==> config.mk <==
export PLATFORM = sky130hd
export DESIGN_NAME = evt_stamp_capture
export DESIGN_NICKNAME = d
export VERILOG_FILES = /design/src/rtl/evts_pkg.sv /design/src/rtl/evts_edge.sv /design/src/rtl/evts_slot.sv /design/src/rtl/evts_regif.sv /design/src/rtl/evt_stamp_capture.sv
export SDC_FILE = /design/constraint.sdc
export NUM_CORES = 1
export LEC_CHECK = 0
export BUFFER_PORTS_ARGS = -buffer_cell sky130_fd_sc_hd__clkbuf_2
export CAP_MARGIN = 10
export CORE_MARGIN = 5
export CORE_UTILIZATION = 50
export CTS_BUF_LIST = sky130_fd_sc_hd__clkbuf_2 sky130_fd_sc_hd__clkbuf_4 sky130_fd_sc_hd__clkbuf_8
export CTS_CLUSTER_SIZE = 28
export DETAILED_ROUTE_END_ITERATION = 10
export PLACE_DENSITY = 0.81
export SLEW_MARGIN = 25
export SYNTH_ARGS = -nofsm -noshare
export SYNTH_HDL_FRONTEND = slang
export SYNTH_SLANG_ARGS = --single-unit
==> constraint.sdc <==
create_clock -name clk -period 3 [get_ports clk]
set_input_delay 0.45 -clock clk [delete_from_list [all_inputs] [get_ports clk]]
set_output_delay 0.45 -clock clk [all_outputs]
set_load 0.01 [all_outputs]
==> src/rtl/evts_pkg.sv <==
`timescale 1ns/1ps
package evts_pkg;

    localparam int TIME_W = 23;
    localparam int DATE_W = 24;

    localparam int OFF_CTRL   = 0;
    localparam int OFF_STAT   = 1;
    localparam int OFF_CLR    = 2;
    localparam int OFF_CAP_SS = 4;
    localparam int OFF_CAP_TM = 5;
    localparam int OFF_CAP_DT = 6;

    typedef enum logic [2:0] {
        SEL_NONE,
        SEL_CTRL,
        SEL_STAT,
        SEL_CLR,
        SEL_SS,
        SEL_TM,
        SEL_DT
    } reg_sel_e;

    typedef struct packed {
        logic       pm;
        logic [1:0] hr_t;
        logic [3:0] hr_u;
        logic       gap_b;
        logic [2:0] mn_t;
        logic [3:0] mn_u;
        logic       gap_a;
        logic [2:0] sc_t;
        logic [3:0] sc_u;
    } tod_t;

    typedef struct packed {
        logic [3:0] yr_t;
        logic [3:0] yr_u;
        logic [2:0] wday;
        logic       mo_t;
        logic [3:0] mo_u;
        logic [1:0] gap;
        logic [1:0] dy_t;
        logic [3:0] dy_u;
    } cal_t;

    function automatic tod_t tod_keep(input tod_t t);
        tod_t r;
        r       = t;
        r.gap_a = 1'b0;
        r.gap_b = 1'b0;
        return r;
    endfunction

    function automatic cal_t cal_keep(input cal_t d);
        cal_t r;
        r      = d;
        r.yr_t = '0;
        r.yr_u = '0;
        r.gap  = '0;
        return r;
    endfunction

endpackage

==> src/rtl/evts_edge.sv <==
`timescale 1ns/1ps
module evts_edge (
    input  logic clk,
    input  logic rst,
    input  logic lvl,
    input  logic arm,
    output logic rise,
    output logic hit
);
    logic lvl_q;

    always_ff @(posedge clk) begin
        if (rst) lvl_q <= 1'b0;
        else     lvl_q <= lvl;
    end

    assign rise = lvl & ~lvl_q;
    assign hit  = rise & arm;

    AST_ONE_RISE_PER_LEVEL: assert property (@(posedge clk) disable iff (rst)
        rise |=> !rise);

endmodule

==> src/rtl/evts_slot.sv <==
`timescale 1ns/1ps
module evts_slot import evts_pkg::*; #(
    parameter int SS_W = 16
) (
    input  logic            clk,
    input  logic            rst,
    input  logic            hit,
    input  logic            clr_stamp,
    input  logic            clr_ovf,
    input  logic [SS_W-1:0] live_ss,
    input  tod_t            live_tm,
    input  cal_t            live_dt,
    output logic [SS_W-1:0] cap_ss,
    output tod_t            cap_tm,
    output cal_t            cap_dt,
    output logic            stamp_q,
    output logic            ovf_q
);
    logic take;
    logic lost;

    assign take = hit && (!stamp_q || clr_stamp);
    assign lost = hit && stamp_q && !clr_stamp;

    always_ff @(posedge clk) begin
        if (rst) begin
            stamp_q <= 1'b0;
            ovf_q   <= 1'b0;
            cap_ss  <= '0;
            cap_tm  <= '0;
            cap_dt  <= '0;
        end else begin
            if (take)           stamp_q <= 1'b1;
            else if (clr_stamp) stamp_q <= 1'b0;

            if (lost)           ovf_q <= 1'b1;
            else if (clr_ovf)   ovf_q <= 1'b0;

            if (take) begin
                cap_ss <= live_ss;
                cap_tm <= tod_keep(live_tm);
                cap_dt <= cal_keep(live_dt);
            end
        end
    end

    AST_HOLD_WHILE_PENDING: assert property (@(posedge clk) disable iff (rst)
        (stamp_q && !clr_stamp) |=> ($stable(cap_ss) && $stable(cap_tm) && $stable(cap_dt)));
    AST_OVF_NEEDS_PENDING: assert property (@(posedge clk) disable iff (rst)
        $rose(ovf_q) |-> $past(stamp_q));
    AST_STAMP_FROM_HIT: assert property (@(posedge clk) disable iff (rst)
        $rose(stamp_q) |-> $past(hit));
    AST_CLEAR_LOSES_TO_EVENT: assert property (@(posedge clk) disable iff (rst)
        (hit && clr_stamp) |=> stamp_q);

endmodule

==> src/rtl/evts_regif.sv <==
`timescale 1ns/1ps
module evts_regif import evts_pkg::*; #(
    parameter int ADDR_W  = 4,
    parameter int DATA_W  = 32,
    parameter int SS_W    = 16,
    parameter int EN_BIT  = 25,
    parameter int TSF_BIT = 3,
    parameter int OVF_BIT = 4
) (
    input  logic              clk,
    input  logic              rst,
    input  logic              reg_wr,
    input  logic              reg_rd,
    input  logic [ADDR_W-1:0] reg_addr,
    input  logic [DATA_W-1:0] reg_wdata,
    input  logic              stamp,
    input  logic              ovf,
    input  logic [SS_W-1:0]   cap_ss,
    input  logic [TIME_W-1:0] cap_tm,
    input  logic [DATE_W-1:0] cap_dt,
    output logic              arm,
    output logic              clr_stamp,
    output logic              clr_ovf,
    output logic [DATA_W-1:0] reg_rdata
);
    reg_sel_e          sel;
    logic [DATA_W-1:0] rd_mux;
    logic              unused_wdata;

    assign unused_wdata = ^reg_wdata;

    always_comb begin
        if      (reg_addr == ADDR_W'(OFF_CTRL))   sel = SEL_CTRL;
        else if (reg_addr == ADDR_W'(OFF_STAT))   sel = SEL_STAT;
        else if (reg_addr == ADDR_W'(OFF_CLR))    sel = SEL_CLR;
        else if (reg_addr == ADDR_W'(OFF_CAP_SS)) sel = SEL_SS;
        else if (reg_addr == ADDR_W'(OFF_CAP_TM)) sel = SEL_TM;
        else if (reg_addr == ADDR_W'(OFF_CAP_DT)) sel = SEL_DT;
        else                                      sel = SEL_NONE;
    end

    assign clr_stamp = reg_wr && (sel == SEL_CLR) && reg_wdata[TSF_BIT];
    assign clr_ovf   = reg_wr && (sel == SEL_CLR) && reg_wdata[OVF_BIT];

    always_ff @(posedge clk) begin
        if (rst)                            arm <= 1'b0;
        else if (reg_wr && sel == SEL_CTRL) arm <= reg_wdata[EN_BIT];
    end

    always_comb begin
        rd_mux = '0;
        case (sel)
            SEL_CTRL: rd_mux[EN_BIT] = arm;
            SEL_STAT: begin
                rd_mux[TSF_BIT] = stamp;
                rd_mux[OVF_BIT] = ovf;
            end
            SEL_SS:   rd_mux[SS_W-1:0]   = cap_ss;
            SEL_TM:   rd_mux[TIME_W-1:0] = cap_tm;
            SEL_DT:   rd_mux[DATE_W-1:0] = cap_dt;
            default:  rd_mux = '0;
        endcase
    end

    always_ff @(posedge clk) begin
        if (rst)         reg_rdata <= '0;
        else if (reg_rd) reg_rdata <= rd_mux;
    end

    AST_RDATA_HOLD: assert property (@(posedge clk) disable iff (rst)
        !reg_rd |=> $stable(reg_rdata));
    AST_ARM_ONLY_BY_CTRL_WRITE: assert property (@(posedge clk) disable iff (rst)
        !reg_wr |=> $stable(arm));

endmodule

==> src/rtl/evt_stamp_capture.sv <==
`timescale 1ns/1ps
module evt_stamp_capture import evts_pkg::*; #(
    parameter int SS_W    = 16,
    parameter int ADDR_W  = 4,
    parameter int DATA_W  = 32,
    parameter int EN_BIT  = 25,
    parameter int TSF_BIT = 3,
    parameter int OVF_BIT = 4
) (
    input  logic              clk,
    input  logic              rst,
    input  logic [SS_W-1:0]   live_subsec,
    input  logic [TIME_W-1:0] live_time,
    input  logic [DATE_W-1:0] live_date,
    input  logic              evt_in,
    input  logic              reg_wr,
    input  logic              reg_rd,
    input  logic [ADDR_W-1:0] reg_addr,
    input  logic [DATA_W-1:0] reg_wdata,
    output logic [DATA_W-1:0] reg_rdata,
    output logic [SS_W-1:0]   cap_subsec,
    output logic [TIME_W-1:0] cap_time,
    output logic [DATE_W-1:0] cap_date,
    output logic              stamp_flag,
    output logic              ovf_flag
);
    logic armed;
    logic rise;
    logic hit;
    logic clr_stamp;
    logic clr_ovf;
    tod_t cap_tm_s;
    cal_t cap_dt_s;

    evts_edge u_edge (
        .clk  (clk),
        .rst  (rst),
        .lvl  (evt_in),
        .arm  (armed),
        .rise (rise),
        .hit  (hit)
    );

    evts_slot #(.SS_W(SS_W)) u_slot (
        .clk       (clk),
        .rst       (rst),
        .hit       (hit),
        .clr_stamp (clr_stamp),
        .clr_ovf   (clr_ovf),
        .live_ss   (live_subsec),
        .live_tm   (tod_t'(live_time)),
        .live_dt   (cal_t'(live_date)),
        .cap_ss    (cap_subsec),
        .cap_tm    (cap_tm_s),
        .cap_dt    (cap_dt_s),
        .stamp_q   (stamp_flag),
        .ovf_q     (ovf_flag)
    );

    assign cap_time = cap_tm_s;
    assign cap_date = cap_dt_s;

    evts_regif #(
        .ADDR_W  (ADDR_W),
        .DATA_W  (DATA_W),
        .SS_W    (SS_W),
        .EN_BIT  (EN_BIT),
        .TSF_BIT (TSF_BIT),
        .OVF_BIT (OVF_BIT)
    ) u_regif (
        .clk       (clk),
        .rst       (rst),
        .reg_wr    (reg_wr),
        .reg_rd    (reg_rd),
        .reg_addr  (reg_addr),
        .reg_wdata (reg_wdata),
        .stamp     (stamp_flag),
        .ovf       (ovf_flag),
        .cap_ss    (cap_subsec),
        .cap_tm    (cap_time),
        .cap_dt    (cap_date),
        .arm       (armed),
        .clr_stamp (clr_stamp),
        .clr_ovf   (clr_ovf),
        .reg_rdata (reg_rdata)
    );

    AST_ARMED_FOR_STAMP: assert property (@(posedge clk) disable iff (rst)
        $rose(stamp_flag) |-> $past(armed));
    AST_STAMP_NEEDS_EDGE: assert property (@(posedge clk) disable iff (rst)
        $rose(stamp_flag) |-> $past(rise));

endmodule

; ---- Word-level counts from Yosys, hierarchy flattened
; Index checks and enable logic that the tools add are counted.
[op_classes]
n_reduce_logical = 13
bitwise = 3
muxes = 15
n_eq_ne = 11
[op_table]
columns = operator, count
row1 = case mux 11 bit (3 select lines), 1
row2 = two-way mux 3 bit, 6
row3 = "equality test 4 x 3 -> 1 bit, second input constant", 3
row4 = "equality test 3 bit, second input constant", 3
row5 = case mux 3 bit (3 select lines), 1
row6 = case mux 2 bit (4 select lines), 1
row7 = logical AND 1 bit, 7
row8 = two-way mux 7 bit, 1
row9 = "equality test 3 x 2 -> 1 bit, second input constant", 2
row10 = two-way mux 1 bit, 5
row11 = "equality test 4 x 1 -> 1 bit, second input constant", 1
row12 = "equality test 4 x 2 -> 1 bit, second input constant", 1
row13 = logical NOT 4 bit, 1
row14 = nonzero test 2 bit, 2
row15 = "equality test 3 x 1 -> 1 bit, second input constant", 1
row16 = AND 1 bit, 2
row17 = logical NOT 1 bit, 2
row18 = logical OR 1 bit, 1
row19 = NOT 1 bit, 1
[word_totals]
regBits = 79
input_bits = 104
word_cells = 60
out_inout_bits = 97

; ---- Logic depth before layout (Yosys ltp)
[depth]
word_depth = 13
depth_mapped = 6
ltp_nobuf = 3

; ---- Modules after synthesis
; A second synthesis with hierarchy kept.
[unflattened]
cells_unflattened = 418
area_unflattened_um2 = 4121.5
[by_module_without_submodules]
columns = module, cells_each, seq_area_each_um2, instances, area_per_inst_um2
row1 = evts_slot, 243, 1061.0, 1, 2504.9
row2 = evts_regif, 171, 520.5, 1, 1575.3
row3 = evts_edge, 4, 20.0, 1, 41.3

; ---- Worst setup path before layout
; Ideal clock, no wire load.
[synth_timing]
path_kind = input-to-reg
from = in reg_addr[3]
to = reg u_slot.cap_dt[0] (netlist name)
t_required_ps = 2863
setup_slack_ps = 1314
path_stages = 6
t_arrival_ps = 1548
n_path_buf = 3
path_cell_list = buf_2 or3b_1 buf_4 buf_6 o2111ai_1 o2111ai_1
[synth_via]
elab_chain_cells = 12
[synth_rtl]
columns = item, line
row1 = start: declaration, evt_stamp_capture.sv:18  ; input logic [ADDR_W-1:0] reg_addr,
row2 = equality test 4 x 3 -> 1 bit, evts_regif.sv:38  ; else if (reg_addr == ADDR_W'(OFF_CAP_DT)) sel = SEL_DT;
row3 = two-way mux 3 bit, evts_regif.sv:38
row4 = two-way mux 3 bit, evts_regif.sv:37  ; else if (reg_addr == ADDR_W'(OFF_CAP_TM)) sel = SEL_TM;
row5 = two-way mux 3 bit, evts_regif.sv:36  ; else if (reg_addr == ADDR_W'(OFF_CAP_SS)) sel = SEL_SS;
row6 = two-way mux 3 bit, evts_regif.sv:35  ; else if (reg_addr == ADDR_W'(OFF_CLR)) sel = SEL_CLR;
row7 = two-way mux 3 bit, evts_regif.sv:34  ; else if (reg_addr == ADDR_W'(OFF_STAT)) sel = SEL_STAT;
row8 = two-way mux 3 bit (*), evts_regif.sv:33  ; if (reg_addr == ADDR_W'(OFF_CTRL)) sel = SEL_CTRL;
row9 = equality test 3 x 2 -> 1 bit (*), evts_regif.sv:42  ; assign clr_stamp = reg_wr && (sel == SEL_CLR) && reg_wdata[TSF_BIT];
row10 = logical AND 1 bit (*) (2 in series), evts_regif.sv:42
row11 = logical OR 1 bit (*), evts_slot.sv:22  ; assign take = hit && (!stamp_q || clr_stamp);
row12 = logical AND 1 bit (*), evts_slot.sv:22
; Mark *: on every way between the ends. The rest lies on a longest branch, timed or not.
; A chain may end at the register's enable or synchronous reset.

; ---- Worst setup path in the final report
[layout_timing]
from = reg u_slot.stamp_q
to = out stamp_flag
[layout_rtl]
columns = item, line
row1 = start: declaration, evts_slot.sv:16  ; output logic stamp_q,
row2 = start signal: assignment, evts_slot.sv:27  ; stamp_q <= 1'b0;
row3 = start signal: assignment, evts_slot.sv:33  ; if (take) stamp_q <= 1'b1;
row4 = start signal: assignment, evts_slot.sv:34  ; else if (clr_stamp) stamp_q <= 1'b0;
row5 = end: declaration, evt_stamp_capture.sv:24  ; output logic stamp_flag,
; No word-level cell between the ends.

==> impl_metrics.ini <==
[power]
irDropWorstVdd_mv = 0.226
power_density_of_the_placed_cells_mw_per_mm2 = 394
standby_leakage_power_nw = 2.10
report.power.total_mw = 2.25

[sta]
timing.final.hold_violations = 0
timing.final.crit_period_ns = 1.89
report.final.setup_viol = 0
setup_slack_ns = 1.11
tightestPinTransition_ns = 0.829
final-max-slew-violation-count = 0
unrepaired_setup_endpoints_after_global_routing = false
worst_hold_slack_ns = 0.327
clock_tree_skew_after_final_layout_ns = 0.0160
fmax_ghz = 0.528
timing.slew.headroom = 0.445
setup_total_negative_slack_ns = 0
final_min_period_over_clock_period = 0.631

[grt]
number_of_global_route_vias_before_repair = 4860
grt_pass1_wl_microns = 25700
antenna_violations_before_repair = 0
track_usage = 0.268
largest_net_degree_at_the_start_of_global_routing = 154
globalRoute.totalOverflow = 0

[layout]
layout.cells.most_common_list = sky130_fd_sc_hd__clkbuf_2, sky130_fd_sc_hd__nand4_1, sky130_fd_sc_hd__o2111ai_1, sky130_fd_sc_hd__dfxtp_1, sky130_fd_sc_hd__nand2_1
layout-area-overhead-vs-synth_pct = 15.9
share_of_final_layout_standard_cells_stronger_than_drive_strength_1 = 0.266
mostFrequentLayoutCell = sky130_fd_sc_hd__clkbuf_2
post-route-cell-area_sq_mm = 0.00573
nNetsFinal = 788
diodes = 0
final_core_utilization = 0.589
final_cell_count_no_fill = 821

[route]
num_vias = 5500
route.detailed.drc = 0
route.detailed.wl_per_inst_microns = 20.0
drtAntennaViolNets = 0
initialDrtViolationCount = 581
vias_per_cell = 6.70
sum_of_routed_wire_length_over_all_layers_microns = 16400
drt-pass1-iter-count = 5

[cts]
cts_inserted_buffers = 9
clock_insertion_delay_worst_skew_ns = 0.35
clk_root_buffer_cell = sky130_fd_sc_hd__clkbuf_8
post_cts_resized = 0
buffer_depth_of_the_longest_clock_path = 2
tritoncts = built
holdBufCountCts = 0
post-cts-setup-buffer-count = 0
clk_pin_slew_ns = 0.09
cts_max_level = 3
clock_sink_count = 79

[worst_setup_path]
crit_path_start_kind = flop
timing.critical_path.slowest_stage_cell = sky130_fd_sc_hd__buf_4
worstSetupPathType = reg2out
cp_num_buf_inv = 2
cp_data_required_time_ns = 2.55
worst-r2r-setup-slack_ns = 1.32
timing.critical_path.slowest_cell_delay_ns = 0.51
critical-path-top-delay-family = buffers and inverters
worstPathMaxFanout = 54
crit_path_cell_trace = buf_4 > clkbuf_2
cp-end-kind = primary output
arrival_ns = 1.44

[synth]
post_synth_num_cell_types = 45
synth_async_sr_flop_share = 0
synth_area_leaders = sky130_fd_sc_hd__dfxtp_1, sky130_fd_sc_hd__o2111ai_1, sky130_fd_sc_hd__nand4_1
synthesis.instances = 607
synth_top_flop_cell = sky130_fd_sc_hd__dfxtp_1
synth_sequential_area_ratio = 0.320
syn_area_sq_mm = 0.00494
synth_enable_flop_cells = 0
post-synth-top-area-fraction = 0.320
synth.largest_area_cell = sky130_fd_sc_hd__dfxtp_1
ys.warnings.count = 0
post_synth.cell_area_avg_sq_um = 8.14
yosys_register_bits = 79

[run_status]
outcome = finished, final reports clean

[place]
port-buffer-count = 139
place.gp.congestion = 0.792
place_inst = 806
detailed_place_hpwl_microns = 10800
placed_cell_area_sq_mm = 0.00549
preCtsSetupSlack_ns = 0.967

[floorplan]
fp-row-count = 36
start_util = 0.508
core_sq_mm = 0.00973
die_width_microns = 109
chipHeight_microns = 109
top_ports = 201
die_area_sq_mm = 0.0120

[hold_path]
hold_path.class = in2reg

[run]
cap_violations = 0
synthesized netlist by cell type (2+ instances only):
cell type / instances
sky130_fd_sc_hd__a21oi_1: 15
sky130_fd_sc_hd__a221o_1: 6
sky130_fd_sc_hd__a22o_1: 8
sky130_fd_sc_hd__a22oi_1: 4
sky130_fd_sc_hd__and2_1: 6
sky130_fd_sc_hd__and3b_1: 2
sky130_fd_sc_hd__buf_1: 4
sky130_fd_sc_hd__buf_2: 9
sky130_fd_sc_hd__buf_4: 21
sky130_fd_sc_hd__buf_6: 5
sky130_fd_sc_hd__clkbuf_1: 66
sky130_fd_sc_hd__dfxtp_1: 79
sky130_fd_sc_hd__mux2_2: 8
sky130_fd_sc_hd__mux2i_1: 2
sky130_fd_sc_hd__nand2_1: 67
sky130_fd_sc_hd__nand2b_1: 2
sky130_fd_sc_hd__nand3_1: 3
sky130_fd_sc_hd__nand3b_1: 2
sky130_fd_sc_hd__nand4_1: 110
sky130_fd_sc_hd__nor2_1: 3
sky130_fd_sc_hd__nor2b_1: 55
sky130_fd_sc_hd__nor3b_2: 2
sky130_fd_sc_hd__o2111ai_1: 102
sky130_fd_sc_hd__o21ai_0: 4
sky130_fd_sc_hd__o21ai_1: 2
layer usage:
layer	vias up	routed length, microns	global-route usage
met5	-	0	0
met1	2598	6750	0.381
met2	336	7430	0.395
met4	0	511	0.117
met3	44	1720	0.0499
li1	2522	-	-
tightest hold or removal path, stage by stage:
cell                       delay [ns]
sky130_fd_sc_hd__clkbuf_2        0.08
sky130_fd_sc_hd__nand3_1         0.05
sky130_fd_sc_hd__a21oi_1         0.05
final cells by class:
class	instances	area (sq um)
timing repair buffer	152	818
tap	133	166
inverter	3	13.8
sequential	79	1580
clock inverter	6	110
multi-input combinational	439	2910
fill	907	4000
clock buffer	9	124
registers in the layout, indices dropped and copies added, names as in the netlist:
signal and cells:
u_regif.reg_rdata 24, u_slot.cap_tm 21, u_slot.cap_ss 16, u_slot.cap_dt 14
u_edge.lvl_q 1, u_regif.arm 1, u_slot.ovf_q 1, u_slot.stamp_q 1
worst paths after layout:
check,from,to,cells after the start
worst max-delay path,u_slot.stamp_q,stamp_flag,2
worst min-delay path,reg_wdata[25],u_regif.arm,3
worst min register to register,u_regif.reg_rdata[25],u_regif.reg_rdata[25],2
worst max register to register,u_edge.lvl_q,u_slot.cap_tm[2],4
report_power, final:
group | leakage (nW) | internal, mW | switching (mW) | total [mW]
Clock | 0.111 | 0.547 | 0.411 | 0.958
Sequential | 0.637 | 1.05 | 0.00390 | 1.05
Combinational | 1.35 | 0.0721 | 0.169 | 0.241
Total | 2.10 | 1.67 | 0.584 | 2.25
cell families (layout without fill, tap and decap cells):
group	after synthesis	count (layout)	synth area share
AOI/OAI and AO/OA	149	149	0.248
buffers and inverters	108	170	0.108
DFF	79	79	0.320
muxes	10	10	0.0223
other	1	20	0.000759
and+or+nand+nor	260	260	0.302
Note: power is estimated with default switching activity, not from simulation.
